--- src/rtl/dio_route_pkg.sv ---
package dio_route_pkg;

   localparam int unsigned REG_AW = 8;

   localparam int unsigned ADDR_CTRL_BASE = 'h00;
   localparam int unsigned ADDR_OSEL      = 'h20;
   localparam int unsigned ADDR_DIRECT    = 'h21;
   localparam int unsigned ADDR_RUN       = 'h30;
   localparam int unsigned ADDR_COMMIT    = 'h31;
   localparam int unsigned ADDR_IN_MON    = 'h40;
   localparam int unsigned ADDR_OUT_MON   = 'h41;

   localparam int unsigned CODE_PASS = 'h0001;
   localparam int unsigned CODE_INV  = 'h0003;

   typedef enum logic [1:0] {
      CH_OFF  = 2'd0,
      CH_PASS = 2'd1,
      CH_INV  = 2'd2
   } ch_mode_e;

endpackage

--- src/rtl/dio_route_regs.sv ---
module dio_route_regs
   import dio_route_pkg::*;
#(
   parameter int unsigned NUM_CH = 16,
   parameter int unsigned DATA_W = 16
) (
   input  logic                          clk,
   input  logic                          rst_n,
   input  logic                          wr_en,
   input  logic [REG_AW-1:0]             addr,
   input  logic [DATA_W-1:0]             wdata,
   output logic [NUM_CH-1:0][DATA_W-1:0] sh_ctrl,
   output logic [NUM_CH-1:0][DATA_W-1:0] act_ctrl,
   output logic [NUM_CH-1:0]             sh_osel,
   output logic [NUM_CH-1:0]             act_osel,
   output logic [NUM_CH-1:0]             sh_dir,
   output logic [NUM_CH-1:0]             act_dir,
   output logic                          run
);

   logic commit;
   logic wr_osel;
   logic wr_dir;
   logic wr_run;

   assign commit  = wr_en && (addr == REG_AW'(ADDR_COMMIT));
   assign wr_osel = wr_en && (addr == REG_AW'(ADDR_OSEL));
   assign wr_dir  = wr_en && (addr == REG_AW'(ADDR_DIRECT));
   assign wr_run  = wr_en && (addr == REG_AW'(ADDR_RUN));

   always_ff @(posedge clk or negedge rst_n) begin
      if (!rst_n) begin
         sh_ctrl  <= '0;
         act_ctrl <= '0;
      end else begin
         for (int n = 0; n < NUM_CH; n++) begin
            if (wr_en && (addr == REG_AW'(ADDR_CTRL_BASE + n)))
               sh_ctrl[n] <= wdata;
         end
         if (commit)
            act_ctrl <= sh_ctrl;
      end
   end

   always_ff @(posedge clk or negedge rst_n) begin
      if (!rst_n) begin
         sh_osel  <= '0;
         act_osel <= '0;
         sh_dir   <= '0;
         act_dir  <= '0;
      end else begin
         if (wr_osel)
            sh_osel <= wdata[NUM_CH-1:0];
         if (wr_dir)
            sh_dir <= wdata[NUM_CH-1:0];
         if (commit) begin
            act_osel <= sh_osel;
            act_dir  <= sh_dir;
         end
      end
   end

   always_ff @(posedge clk or negedge rst_n) begin
      if (!rst_n)
         run <= 1'b0;
      else if (wr_run)
         run <= wdata[0];
   end

   assert_hold_without_commit_R3: assert property (@(posedge clk) disable iff (!rst_n)
      !commit |=> ($stable(act_osel) && $stable(act_dir) && $stable(act_ctrl)));

   assert_commit_copies_R3: assert property (@(posedge clk) disable iff (!rst_n)
      commit |=> (act_osel == $past(sh_osel) && act_dir == $past(sh_dir)
                  && act_ctrl == $past(sh_ctrl)));

   assert_run_write_R2: assert property (@(posedge clk) disable iff (!rst_n)
      wr_run |=> (run == $past(wdata[0])));

   assert_run_hold_R2: assert property (@(posedge clk) disable iff (!rst_n)
      !wr_run |=> $stable(run));

endmodule

--- src/rtl/dio_route_insamp.sv ---
module dio_route_insamp #(
   parameter int unsigned NUM_CH = 16,
   parameter int unsigned STAGES = 1
) (
   input  logic              clk,
   input  logic              rst_n,
   input  logic [NUM_CH-1:0] din,
   output logic [NUM_CH-1:0] din_q
);

   if (STAGES < 1 || STAGES > 3) begin : g_bad_stages
      $error("dio_route_insamp: STAGES must be 1 to 3");
   end

   if (STAGES == 1) begin : g_single
      always_ff @(posedge clk or negedge rst_n) begin
         if (!rst_n)
            din_q <= '0;
         else
            din_q <= din;
      end
   end else begin : g_chain
      logic [STAGES-1:0][NUM_CH-1:0] pipe;
      always_ff @(posedge clk or negedge rst_n) begin
         if (!rst_n)
            pipe <= '0;
         else
            pipe <= {pipe[STAGES-2:0], din};
      end
      assign din_q = pipe[STAGES-1];
   end

endmodule

--- src/rtl/dio_route_chan.sv ---
module dio_route_chan
   import dio_route_pkg::*;
#(
   parameter int unsigned DATA_W = 16
) (
   input  logic [DATA_W-1:0] ctrl,
   input  logic              in_bit,
   output ch_mode_e          mode,
   output logic              path_bit
);

   always_comb begin
      if (ctrl == DATA_W'(CODE_PASS))
         mode = CH_PASS;
      else if (ctrl == DATA_W'(CODE_INV))
         mode = CH_INV;
      else
         mode = CH_OFF;
   end

   always_comb begin
      unique case (mode)
         CH_PASS: path_bit = in_bit;
         CH_INV:  path_bit = ~in_bit;
         default: path_bit = 1'b0;
      endcase
   end

endmodule

--- src/rtl/dio_route_outsel.sv ---
module dio_route_outsel #(
   parameter int unsigned NUM_CH = 16
) (
   input  logic              clk,
   input  logic              rst_n,
   input  logic [NUM_CH-1:0] path,
   input  logic [NUM_CH-1:0] osel,
   input  logic [NUM_CH-1:0] direct,
   output logic [NUM_CH-1:0] dout
);

   logic [NUM_CH-1:0] mux;

   for (genvar n = 0; n < NUM_CH; n++) begin : g_bit
      assign mux[n] = osel[n] ? path[n] : direct[n];
   end

   always_ff @(posedge clk or negedge rst_n) begin
      if (!rst_n)
         dout <= '0;
      else
         dout <= mux;
   end

   assert_direct_bits_R7: assert property (@(posedge clk) disable iff (!rst_n)
      1'b1 |=> ((dout & ~$past(osel)) == ($past(direct) & ~$past(osel))));

endmodule

--- src/rtl/dio_route.sv ---
module dio_route
   import dio_route_pkg::*;
#(
   parameter int unsigned NUM_CH    = 16,
   parameter int unsigned DATA_W    = 16,
   parameter int unsigned NUM_RST   = 2,
   parameter int unsigned IN_STAGES = 1
) (
   input  logic               clk,
   input  logic               rst_n,
   input  logic               wr_en,
   input  logic               rd_en,
   input  logic [REG_AW-1:0]  addr,
   input  logic [DATA_W-1:0]  wdata,
   output logic [DATA_W-1:0]  rdata,
   input  logic [NUM_CH-1:0]  din,
   output logic [NUM_CH-1:0]  dout,
   output logic [NUM_RST-1:0] ext_rst_n
);

   if (NUM_CH < 1 || NUM_CH > 32) begin : g_bad_ch
      $error("dio_route: NUM_CH must be 1 to 32");
   end
   if (NUM_CH > DATA_W) begin : g_bad_width
      $error("dio_route: NUM_CH must not exceed DATA_W");
   end
   if (DATA_W < 2) begin : g_bad_data
      $error("dio_route: DATA_W must hold the mode codes");
   end
   if (NUM_RST < 1) begin : g_bad_rst
      $error("dio_route: NUM_RST must be at least 1");
   end

   logic [NUM_CH-1:0][DATA_W-1:0] sh_ctrl;
   logic [NUM_CH-1:0][DATA_W-1:0] act_ctrl;
   logic [NUM_CH-1:0]             sh_osel;
   logic [NUM_CH-1:0]             act_osel;
   logic [NUM_CH-1:0]             sh_dir;
   logic [NUM_CH-1:0]             act_dir;
   logic                          run;
   logic [NUM_CH-1:0]             din_q;
   logic [NUM_CH-1:0]             path;
   ch_mode_e                      mode [NUM_CH];
   logic [DATA_W-1:0]             rd_val;

   dio_route_regs #(
      .NUM_CH (NUM_CH),
      .DATA_W (DATA_W)
   ) u_regs (
      .clk      (clk),
      .rst_n    (rst_n),
      .wr_en    (wr_en),
      .addr     (addr),
      .wdata    (wdata),
      .sh_ctrl  (sh_ctrl),
      .act_ctrl (act_ctrl),
      .sh_osel  (sh_osel),
      .act_osel (act_osel),
      .sh_dir   (sh_dir),
      .act_dir  (act_dir),
      .run      (run)
   );

   dio_route_insamp #(
      .NUM_CH (NUM_CH),
      .STAGES (IN_STAGES)
   ) u_insamp (
      .clk   (clk),
      .rst_n (rst_n),
      .din   (din),
      .din_q (din_q)
   );

   for (genvar n = 0; n < NUM_CH; n++) begin : g_chan
      dio_route_chan #(
         .DATA_W (DATA_W)
      ) u_chan (
         .ctrl     (act_ctrl[n]),
         .in_bit   (din_q[n]),
         .mode     (mode[n]),
         .path_bit (path[n])
      );
   end

   dio_route_outsel #(
      .NUM_CH (NUM_CH)
   ) u_outsel (
      .clk    (clk),
      .rst_n  (rst_n),
      .path   (path),
      .osel   (act_osel),
      .direct (act_dir),
      .dout   (dout)
   );

   assign ext_rst_n = run ? {NUM_RST{1'b1}} : {NUM_RST{1'b0}};

   always_comb begin
      rd_val = '0;
      for (int n = 0; n < NUM_CH; n++) begin
         if (addr == REG_AW'(ADDR_CTRL_BASE + n))
            rd_val = sh_ctrl[n];
      end
      if (addr == REG_AW'(ADDR_OSEL))
         rd_val = DATA_W'(sh_osel);
      else if (addr == REG_AW'(ADDR_DIRECT))
         rd_val = DATA_W'(sh_dir);
      else if (addr == REG_AW'(ADDR_RUN))
         rd_val = DATA_W'(run);
      else if (addr == REG_AW'(ADDR_IN_MON))
         rd_val = DATA_W'(din_q);
      else if (addr == REG_AW'(ADDR_OUT_MON))
         rd_val = DATA_W'(dout);
   end

   always_ff @(posedge clk or negedge rst_n) begin
      if (!rst_n)
         rdata <= '0;
      else if (rd_en)
         rdata <= rd_val;
   end

   always @(posedge clk) begin
      if (!rst_n) begin
         assert_reset_clear_R1: assert (dout == '0 && rdata == '0 && ext_rst_n == '0);
      end
   end

   assert_rst_pins_agree_R2: assert property (@(posedge clk) disable iff (!rst_n)
      ($countones(ext_rst_n) == 0) || ($countones(ext_rst_n) == NUM_RST));

   assert_rdata_hold_R10: assert property (@(posedge clk) disable iff (!rst_n)
      !rd_en |=> $stable(rdata));

   for (genvar n = 0; n < NUM_CH; n++) begin : g_chk
      assert_off_drives_zero_R6: assert property (@(posedge clk) disable iff (!rst_n)
         (act_osel[n] && act_ctrl[n] != DATA_W'(CODE_PASS) && act_ctrl[n] != DATA_W'(CODE_INV))
         |=> (dout[n] == 1'b0));

      assert_pass_copies_R4: assert property (@(posedge clk) disable iff (!rst_n)
         (act_osel[n] && act_ctrl[n] == DATA_W'(CODE_PASS)) |=> (dout[n] == $past(din_q[n])));

      assert_inv_copies_R5: assert property (@(posedge clk) disable iff (!rst_n)
         (act_osel[n] && act_ctrl[n] == DATA_W'(CODE_INV)) |=> (dout[n] == !$past(din_q[n])));
   end

endmodule

--- config.mk ---
export PLATFORM = sky130hd
export DESIGN_NAME = dio_route
export DESIGN_NICKNAME = d
export VERILOG_FILES = /design/src/rtl/dio_route_pkg.sv /design/src/rtl/dio_route_regs.sv /design/src/rtl/dio_route_insamp.sv /design/src/rtl/dio_route_chan.sv /design/src/rtl/dio_route_outsel.sv /design/src/rtl/dio_route.sv
export SDC_FILE = /design/constraint.sdc
export NUM_CORES = 1
export LEC_CHECK = 0
export ABC_CLOCK_PERIOD_IN_PS = 2400
export BUFFER_PORTS_ARGS = -buffer_cell sky130_fd_sc_hd__buf_4
export CORE_MARGIN = 2
export CORE_UTILIZATION = 50
export DETAILED_ROUTE_END_ITERATION = 16
export PLACE_DENSITY = 0.78
export SLEW_MARGIN = 20
export SYNTH_ARGS = -nofsm -noshare
export SYNTH_HDL_FRONTEND = slang
export SYNTH_HIERARCHICAL = 1
export SYNTH_SLANG_ARGS = --single-unit
export TNS_END_PERCENT = 100
--- constraint.sdc ---
create_clock -name clk -period 2.4 [get_ports clk]
set_input_delay 0.24 -clock clk [delete_from_list [all_inputs] [get_ports clk]]
set_output_delay 0.24 -clock clk [all_outputs]
set_load 0.01 [all_outputs]
After elaboration in Yosys (flattened, before gate mapping):

Cells that the tools add are included.
Widths: inputs -> output; s select.

* multiplexer cells: 86
* reduce and logical (&&, ||, !) cells: 21
* bitwise gates (word level): 16
* eq/ne operators: 85

Operator list (count)
* $mux 16: 21
* $eq 16x1->1 const B: 16
* $eq 16x2->1 const B: 16
* $mux 2: 33
* $eq 8x4->1 const B: 8
* $eq 2x1->1 const B: 16
* $eq 2x2->1 const B: 16
* $eq 8x3->1 const B: 4
* $eq 8x6->1 const B: 4
* $pmux 1 s2: 16
* $logic_and 1x1->1: 20
* $eq 8x2->1 const B: 2
* $eq 8x7->1 const B: 2
* $mux 1: 16
* $not 1->1: 16
* $eq 8x1->1 const B: 1
* $logic_not 8->1: 1

* flip-flop bits (word level): 625
* output and inout bits: 34
* word-level logic and storage cells: 248
* input port bits: 44

Depth between registers and ports, before layout:

Gate-level depths: netlist of the first run.

* depth after elaboration: 22
* depth in mapped cells: 10
* mapped depth without buffers: 6

Modules after synthesis:

Netlist of the first run, hierarchy kept.

Modules (own cells, without submodules)
* dio_route_regs: cells each 1260, instances 1, sequential area each 14438.8 um^2, area an instance 21554.4 um^2
* dio_route: cells each 521, instances 1, sequential area each 400.4 um^2, area an instance 3947.5 um^2
* dio_route_chan: cells each 10, instances 16, sequential area each 0.0 um^2, area an instance 75.1 um^2
* dio_route_outsel: cells each 32, instances 1, sequential area each 400.4 um^2, area an instance 640.6 um^2
* dio_route_insamp: cells each 16, instances 1, sequential area each 400.4 um^2, area an instance 400.4 um^2

Worst setup path before layout of the first run:

Ideal clock, no wire load.

* path type: in2reg
* start point: input port addr[7]
* end point: register rdata[0]
* stages: 8
* setup time: 129 ps
* arrival: 2024 ps
* data required time: 2271 ps
* path buffers: 2
* slack: 248 ps
* path through: buf_2 -> or4_4 -> buf_6 -> nor2_1 -> nand3_2 -> o211a_1 -> a221oi_1 -> a21oi_1

* cells in the longest elaborated chain, start to end: 22
* elaborated cells on any way between the ends: 42
* those cells by class: eq/ne: 20; mux: 21; reduce/logical: 1

Ends and longest elaborated chain
* start: declaration: RTL line dio_route.sv:13 `input logic [REG_AW-1:0] addr,`
* $logic_not 8->1: RTL line dio_route.sv:101 `if (addr == REG_AW'(ADDR_CTRL_BASE + n))`
* $mux 16 (16 in series): RTL line dio_route.sv:101
* $mux 16: RTL line dio_route.sv:112 `else if (addr == REG_AW'(ADDR_OUT_MON))`
* $mux 16: RTL line dio_route.sv:110 `else if (addr == REG_AW'(ADDR_IN_MON))`
* $mux 16: RTL line dio_route.sv:108 `else if (addr == REG_AW'(ADDR_RUN))`
* $mux 16: RTL line dio_route.sv:106 `else if (addr == REG_AW'(ADDR_DIRECT))`
* $mux 16 (*): RTL line dio_route.sv:104 `if (addr == REG_AW'(ADDR_OSEL))`
* end signal: assignment: RTL line dio_route.sv:120 `rdata <= rd_val;`
* end: declaration: RTL line dio_route.sv:15 `output logic [DATA_W-1:0] rdata,`

Mark *: on every way between the ends. The rest lies on a longest branch, timed or not.
A chain may end at the register's enable or synchronous reset.

Worst setup path after layout of the first run:

* start point: register u_regs/sh_ctrl[239] in the netlist's numbering
* end point: register rdata[15]

* cells in the longest elaborated chain, start to end: 7

Ends and longest elaborated chain
* start: declaration: RTL line dio_route_regs.sv:12 `output logic [NUM_CH-1:0][DATA_W-1:0] sh_ctrl,`
* start signal: indexed assignment: RTL line dio_route_regs.sv:38 `sh_ctrl[n] <= wdata;`
* $mux 16 (2 in series): RTL line dio_route.sv:101
* $mux 16: RTL line dio_route.sv:112
* $mux 16: RTL line dio_route.sv:110
* $mux 16: RTL line dio_route.sv:108
* $mux 16: RTL line dio_route.sv:106
* $mux 16: RTL line dio_route.sv:104

No other way between the ends.

==> results of run 1 <==
==> layout by cell type, fill, tap and decap left out, types with 6 or more instances in the layout <==
master,count
nor3_1,26
nor3b_1,6
a21oi_1,42
nor4b_2,17
mux2_2,589
nor3_2,10
a221oi_1,10
clkbuf_1,11
dfrtp_1,625
buf_12,25
a31oi_1,8
nand2b_1,17
inv_1,9
nor2_1,62
nor4_2,34
o21ai_0,25
mux4_2,20
clkbuf_8,18
a211oi_1,7
nand4_1,17
mux2_4,26
mux2i_1,24
buf_4,208
bufinv_16,6
nand2_1,47
o22ai_1,23
xnor2_1,16
a22oi_1,22
dlygate4sd3_1,17
clkbuf_16,61
nand3_1,18
nor2b_1,8
o221ai_1,9
==> per-layer routing <==
metal,up-vias,wire [um],global-route usage (%)
met2,783,37400,44.5
met3,195,6220,5.74
met5,-,13,0
met1,9427,33400,38.4
met4,2,3820,12.8
li1,7574,-,-
==> tightest hold or removal path, stage by stage <==
cell and delay [ps]:
buf_4 240, nor2_1 140, a211oi_1 60
==> sequential cells by signal, indices dropped and copies added, names as in the netlist <==
register / flops
rdata: 16
u_insamp/din_q: 16
u_outsel/dout: 16
u_regs/act_ctrl: 256
u_regs/act_dir: 16
u_regs/act_osel: 16
u_regs/run: 1
u_regs/sh_ctrl: 256
u_regs/sh_dir: 16
u_regs/sh_osel: 16
==> how the worst min path moves through the flow <==
| stage | cells past startpoint | end | slack [ps] | start |
|---|---|---|---|---|
| 6_report | 3 | rdata[12] | 100 | rd_en |
| 4_1_cts | 3 | rdata[12] | 50 | rd_en |
| 5_1_grt | 3 | rdata[12] | 100 | rd_en |
| 3_5_place_dp | 1 | u_regs/sh_ctrl[174] | 190 | rst_n |
| 2_1_floorplan | 0 | rdata[0] | -60 | rst_n |
| 3_3_place_gp | 1 | u_regs/sh_ctrl[174] | 180 | rst_n |
==> power groups by stage <==
| stage | combinational [mW] | sequential (mW) | clock [mW] |
|---|---|---|---|
| 6_report | 1.45 | 11.1 | 9.94 |
| 5_1_grt | 1.54 | 11.1 | 10.5 |
| 4_1_cts | 1.44 | 11.1 | 10.0 |
| 3_5_place_dp | 1.41 | 11.3 | 0 |
| 3_3_place_gp | 1.38 | 11.3 | 0 |
| 2_1_floorplan | 0.645 | 11.2 | 0 |
==> layout make-up <==
class                      instances  area, um^2
sequential                       625       15600
inverter                          10        37.5
multi-input combinational       1182       11300
clock buffer                      90        1820
fill                            4057       22500
clock inverter                    15         272
tap                              704         881
timing repair buffer             251        2250
==> stage by stage <==
stage / hold WS, ps / total power [mW]
2_1_floorplan: -55.6 / 11.8
3_3_place_gp: 183 / 12.7
3_5_place_dp: 186 / 12.7
4_1_cts: 53.3 / 22.6
5_1_grt: 95.1 / 23.2
6_report: 95.8 / 22.5
==> flow_summary.toml, run 1 <==
[timing]
slew_headroom_pct = 49.5
fin_crit_ps = 2010
finClkSkew_ps = 28.9
setup_viol = 0
finalSetupTns_ps = 0
hold_viol_final = 0
slew_violations = 0
worstMarginPinSlew_ps = 751
post-route-period-util_pct = 83.8
setup_slack_ps = 389
rsz0062_at_grt = "false"
fmax_mhz = 497

[cells_and_area]
layout-drive-gt1-share_pct = 47.9
diodes = 0
final_util_pct = 58.9
nNetsFinal = 2175
final_cells = 2877
syn2layout_area_growth_pct = 17.0
finish.instance_area_mm2 = 0.0322

[cts]
root_buffer = "clkbuf_16"
cts_tree = "done"
cts.sinks = 625
cts_resized = 0
post-cts-setup-buffers = 0
path_clk_slew_ps = 60
clk_path_buf_depth = 3
insertion_delay_ps = 640
htreeDepth = 2
postCtsHoldBufs = 17
numCtsBuffers = 61

[global_routing]
grt_pass1_vias = 18700
grt_max_degree = 117
antenna_found_initial = 1
gr-total-overflow = 0
grt_first_pass_wirelength_um = 120000
grt_util_all_layers_pct = 28.4

[critical_path]
crit-reg2reg-capture = "rdata[15]"
crit_buf_inv = 0
cp_max_fo = 3
critPathSlowestCell = "dfrtp_1"
critical_path.startpoint = "u_regs/sh_ctrl[239]"
cp.required_ps = 2890
cp_top_family = "compound AO/OA/AOI/OAI gates"
startpoint_type = "flip-flop"
rr_startpoint = "u_regs/sh_ctrl[239]"
critical_path.endpoint = "rdata[15]"
arrival_ps = 2500
slowest_delay_ps = 400
worst-path-stages = 6
endpoint_kind = "flip-flop"
rrSetupSlack_ps = 390
crit_chain = "mux2_2 -> o22ai_1 -> nor2_1 -> a221o_1 -> o211ai_1 -> nand3_1"
crit_type = "flip-flop to flip-flop"
reg2regPathDepth = 6

[power_and_ir_drop]
powerDensity_mw_per_mm2 = 699
p_sw_share_pct = 23.3
p_sw_mw = 5.25
p_comb_share_pct = 6.5
power.internal_mw = 17.3
pwr-share-seq_pct = 49.4
ir_worst_vdd_v = 0.000599
clkPwrFrac_pct = 44.2
power.leakage_nw = 15.6

[floorplanning]
coreArea_mm2 = 0.0548
io_pins = 78
initial_utilization_pct = 50.3
die_w_um = 239
rows = 86
die_h_um = 239
die-area_mm2 = 0.0570

[routing]
first_pass_iters = 5
drc = 0
routed_wl_um = 80900
drt_iter0_drc = 1864
routedWlPerCell_um = 28.1
viasPerCell = 6.25
vias = 18000
ant_nets = 0

[logic_synthesis]
syn_area_per_cell_um2 = 14.2
yosys_warnings = 6
syn_nets = 1985
syn_inst = 1941
synth_area_mm2 = 0.0276

[placement]
io_buffer_count = 77
post_dp_cell_area_mm2 = 0.0300
post-dp-hpwl_um = 56100
placedCellCount = 2755
gp_congestion = 1.03
pre_cts_slack_ps = -39.4

[job]
timing.max_cap.violations = 0

[hold_path]
hold_path.class = "primary input to flip-flop"

[outcome]
status = "finished, final reports clean"
No activity file was read; power rests on OpenSTA's default activity.
==> run 2: changes to the inputs <==
Settings changed: ABC_AREA from default to 1, ABC_CLOCK_PERIOD_IN_PS 2400 to 1660, PLACE_DENSITY 0.78 to 0.81.
Clock period 2.4 ns to 1.66 ns, I/O delays scaled along.
==> run 2 against run 1 <==
The flow now finishes with violations (setup timing). Power rose by 50%. Die area rose by 4.6%. Clock power increased by 57%. Synthesized cell count is 93% higher. Maximum frequency shrank 0.41%. Utilization grew 2.7 points. Sequential share of layout area down 4.2 points. Final cell count is 68% higher. Largest cell class unchanged. Largest power group unchanged.
==> flow_summary.toml, run 2 <==
[timing]
setup_slack_ps = -359
slew_headroom_pct = 61.4
post-route-period-util_pct = 122
setup_viol = 16
slew_violations = 0
hold_viol_final = 0
fin_crit_ps = 2020
rsz0062_at_grt = "true"
fmax_mhz = 495
worstMarginPinSlew_ps = 579
finClkSkew_ps = 22.2

[cts]
clk_path_buf_depth = 3
root_buffer = "clkbuf_16"
htreeDepth = 3
path_clk_slew_ps = 60
insertion_delay_ps = 620
cts_tree = "done"
cts.sinks = 625
numCtsBuffers = 69

[routing]
routed_wl_um = 96800
first_pass_iters = 6
viasPerCell = 5.63
ant_nets = 0
vias = 27300
drc = 0
routedWlPerCell_um = 20.0
drt_iter0_drc = 3849

[floorplanning]
rows = 88
die-area_mm2 = 0.0596
coreArea_mm2 = 0.0574
initial_utilization_pct = 50.3
die_h_um = 244
die_w_um = 244
io_pins = 78

[cells_and_area]
num-fill-cells = 4697
nNetsFinal = 4071
multi_input_area_mm2 = 0.0119
layout-drive-gt1-share_pct = 15.8
diodes = 0
register_area_mm2 = 0.0156
layout_common_cells = "1,733 x nand2_1, 623 x dfrtp_1, 529 x nand3_1"
layout_commonest_cell = "nand2_1"
finish.instance_area_mm2 = 0.0353
final_cells = 4840
top_regs = "u_regs/act_ctrl (256), u_regs/sh_ctrl (256)"
syn2layout_area_growth_pct = 22.4

[critical_path]
crit_type = "flip-flop to flip-flop"
cp.required_ps = 2170
crit_chain = "nand3_1 -> nand3_2 -> o21ai_2 -> nand3_1 -> nor2_1 -> buf_4 -> nand4_1 -> nor2_2 -> nand4_1 -> nand2_1 -> nand2_1 -> nand2_1 -> nand2_1 -> nand2_1 -> nand2_1"
critPathMostFrequentCell = "nand2_1"
arrival_ps = 2530
critPathSlowestCell = "dfrtp_1"
startpoint_type = "flip-flop"
slowest_delay_ps = 400
endpoint_kind = "flip-flop"
cp_max_fo = 2

[logic_synthesis]
synth_area_mm2 = 0.0289
syn_inst = 3751
syn_nets = 3795
syn_area_per_cell_um2 = 7.69
yosys_warnings = 6

[power_and_ir_drop]
power.leakage_nw = 19.5
power_mw = 33.7
ir_worst_vdd_v = 0.000797
powerDensity_mw_per_mm2 = 955

[outcome]
status = "finished with violations"
violations = "setup timing"

[hold_path]
hold_path.class = "primary input to flip-flop"

[job]
timing.max_cap.violations = 0

[placement]
io_buffer_count = 77
post-dp-hpwl_um = 65500
gp_congestion = 0.980
post_dp_cell_area_mm2 = 0.0323
placedCellCount = 4680

[global_routing]
grt_max_degree = 101
grt_first_pass_wirelength_um = 151000
antenna_found_initial = 0
grt_pass1_vias = 26200
gr-total-overflow = 0
grt_util_all_layers_pct = 32.8
-- run 2: critical path, delay by kind of cell (launching register included) --
family	cells	cell delay (ps)
AO/OA/AOI/OAI	1	160
flip-flops	1	400
AND/OR/NAND/NOR	13	1210
buffers and inverters	1	150
-- run 2: stage by stage --
stage	hold WS, ps	TNS, ps	util [%]	setup WS [ps]
2_1_floorplan	-130	0	-	9.36
3_3_place_gp	31.7	-10770	56.3	-834
3_5_place_dp	26.6	-11590	56.3	-873
4_1_cts	46.1	-3060	61.3	-322
5_1_grt	102	-4890	61.6	-397
6_report	83.3	-3410	61.6	-359
-- run 2: where the power goes --
group          internal, mW  total [mW]  switching, mW
clock                  9.24        15.6           6.40
combinational         0.667        1.97           1.31
sequential             15.6        16.1          0.460
-- run 2: what timing repair did --
action	CTS	global route
gates resized for setup	52	30
pin swaps	13	29
hold buffers	36	0
gates cloned	0	0
endpoints found under the hold margin	802	0
setup buffers	1	4
endpoints found under the setup margin	16	16
-- run 2: area by class of cell --
cell class                      instances  share of cell area [%]
Multi-Input combinational cell       2740                    33.6
Inverter                              174                    1.86
Clock buffer                           90                    5.52
Sequential cell                       625                    44.3
Tap cell                              765                    2.71
Timing Repair Buffer                  417                    11.1
Clock inverter                         29                   0.953
-- run 2: layer usage --
metal  vias up  share of wire [%]  GRT usage, %  wire length (um)
li1      12300                  -             -                 -
met1     12900                 39          45.1             38000
met2      1697                 44          48.6             42300
met3       330                 11          6.82             10800
met4         0                6.0          18.3              5800
met5         -                  0             0                 0
-- run 2: final timing paths --
kind                                     from  cells past startpoint                   end  slack [ps]
min in group asynchronous               rst_n                      3   u_regs/sh_ctrl[112]         190
hold / removal                          rd_en                      5             rdata[13]          80
max in group asynchronous               rst_n                      3  u_regs/act_ctrl[152]         670
setup reg to reg           u_regs/sh_ctrl[46]                     15             rdata[14]        -360
setup / recovery           u_regs/sh_ctrl[46]                     15             rdata[14]        -360
hold reg to reg             u_regs/act_dir[7]                      2      u_outsel/dout[7]         470
==> run 3: changes to the inputs <==
Settings changed: CTS_CLUSTER_SIZE from default to 12, PLACE_DENSITY 0.81 to 0.69.
==> run 3 against run 2 <==
The run still ends with setup timing left. Clock skew is 2.3 ps higher. Sequential share of layout area rose by 0.11 points. Utilization down 0.14 points. Combinational power hardly changed. Setup slack got worse by 12 ps. Final cell count fell by 0.21%. Register-to-register slack about the same. Die area did not move. Sequential power hardly changed. Critical endpoint is now rdata[15]. Largest cell class unchanged.
==> flow_summary.toml, run 3 (synthesis results as in run 2) <==
[hold_path]
hold_path.class = "primary input to async pin"

[cells_and_area]
layout_commonest_cell = "nand2_1"
layout_common_cells = "1,733 x nand2_1, 622 x dfrtp_1, 524 x nand3_1"
top_regs = "u_regs/act_ctrl (256), u_regs/sh_ctrl (256)"
num-fill-cells = 4952
layout-drive-gt1-share_pct = 15.7
syn2layout_area_growth_pct = 22.1
nNetsFinal = 4066

[critical_path]
cp_max_fo = 2
critPathSlowestCell = "dfrtp_1"
rr_startpoint = "u_regs/sh_ctrl[15]"
crit_chain = "nand2_1 -> nand3_2 -> nor2_4 -> nand4_1 -> o21ai_2 -> nand4_1 -> nor2_2 -> nand4_1 -> nand2_1 -> nand2_1 -> nand2_1 -> nand2_1 -> nand2_1 -> nand2_1"
arrival_ps = 2540
startpoint_type = "flip-flop"
crit_type = "flip-flop to flip-flop"
critPathMostFrequentCell = "nand2_1"
critical_path.startpoint = "u_regs/sh_ctrl[15]"
endpoint_kind = "flip-flop"
slowest_delay_ps = 430
cp.required_ps = 2160

[timing]
worstMarginPinSlew_ps = 587
slew_headroom_pct = 60.8
post-route-period-util_pct = 122
finalSetupTns_ps = -3590
rsz0062_at_grt = "true"
fin_crit_ps = 2030
slew_violations = 0
setup_slack_ps = -371
finClkSkew_ps = 24.6
fmax_mhz = 492
setup_viol = 16
hold_viol_final = 0
holdWs_ps = 41.3

[floorplanning]
initial_utilization_pct = 50.3
die_h_um = 244
rows = 88
die_w_um = 244
die-area_mm2 = 0.0596
coreArea_mm2 = 0.0574
io_pins = 78

[cts]
clk_path_buf_depth = 3
path_clk_slew_ps = 60
root_buffer = "clkbuf_16"
insertion_delay_ps = 620
numCtsBuffers = 68
htreeDepth = 3
cts.sinks = 625
cts_tree = "done"

[placement]
io_buffer_count = 77
gp_congestion = 0.982
post-dp-hpwl_um = 65600

[routing]
routed_wl_um = 96500
drc = 0
viasPerCell = 5.47
drt_iter0_drc = 3299
routedWlPerCell_um = 20.0
vias = 26400
ant_nets = 0
first_pass_iters = 6

[power_and_ir_drop]
power.leakage_nw = 19.5
power_mw = 33.1
ir_worst_vdd_v = 0.000979
powerDensity_mw_per_mm2 = 939

[outcome]
status = "finished with violations"
violations = "setup timing"

[global_routing]
antenna_found_initial = 2
grt_max_degree = 86
grt_util_all_layers_pct = 32.9
grt_pass1_vias = 25300
gr-total-overflow = 0
grt_first_pass_wirelength_um = 150000

[job]
timing.max_cap.violations = 0
-- run 3: cell types whose count changed in the layout (fill, tap and decap cells not counted), sizes merged --
cell and delta:
buf -3, bufinv -4, clkbuf +8, clkinv -5
clkinvlp -1, diode +2, dlygate4sd3 -1, inv -6
-- run 3: layout make-up --
class / instances / area, um^2 / area share, %
inverter: 174 / 653 / 1.85
sequential: 625 / 15600 / 44.4
clock inverter: 13 / 121 / 0.345
tap: 765 / 957 / 2.72
clock buffer: 98 / 2040 / 5.79
antenna: 2 / 5.00 / 0.0142
multi-input combinational: 2740 / 11900 / 33.7
timing repair buffer: 413 / 3920 / 11.1
-- run 3: what timing repair did --
action | 4_1_cts | 5_1_grt
endpoints found under the hold margin | 800 | 0
pin swaps | 45 | 48
resized for setup | 64 | 26
endpoints found under the setup margin | 16 | 16
buffers inserted | 0 | 0
hold buffers | 35 | 0
-- run 3: through the flow --
| step | worst slack, ps | util [%] | cells | instance area (um^2) |
|---|---|---|---|---|
| after floorplan | 9.36 | - | 3751 | 28900 |
| after global placement | -851 | 56.4 | 4683 | 32400 |
| after detailed placement | -890 | 56.4 | 4683 | 32400 |
| after CTS | -396 | 61.2 | 4828 | 35100 |
| after global routing | -444 | 61.4 | 4830 | 35200 |
| final | -371 | 61.4 | 4830 | 35200 |
-- run 3: worst paths after layout --
check                                  endpoint  slack, ps  cells past startpoint
max                                   rdata[15]       -370                     14
min                        u_regs/act_ctrl[242]         40                      2
max reg2reg                           rdata[15]       -370                     14
min reg2reg                    u_outsel/dout[1]        460                      2
max in group asynchronous    u_insamp/din_q[13]        870                      3
min in group clk                       rdata[0]        150                      6
-- run 3: layer usage --
metal  vias to the layer above  part of all wire (%)  track usage, %
met5                         -                     0               0
met4                         0                   4.4            12.8
met3                       229                   9.3            6.01
met2                      1254                    44            49.2
met1                     12600                    43            47.7
li1                      12300                     -               -
-- run 3: critical path: cells and delay by family, from the launching register on --
kind             cells  cell delay [ps]
AO/OA/AOI/OAI        1              140
flip-flops           1              430
AND/OR/NAND/NOR     13             1340
-- run 3: power by group --
part	internal (mW)	leakage [nW]	switching, mW
Clock	8.79	1.07	6.20
Combinational	0.676	9.81	1.30
Sequential	15.6	8.64	0.459
Total	25.1	19.5	7.96
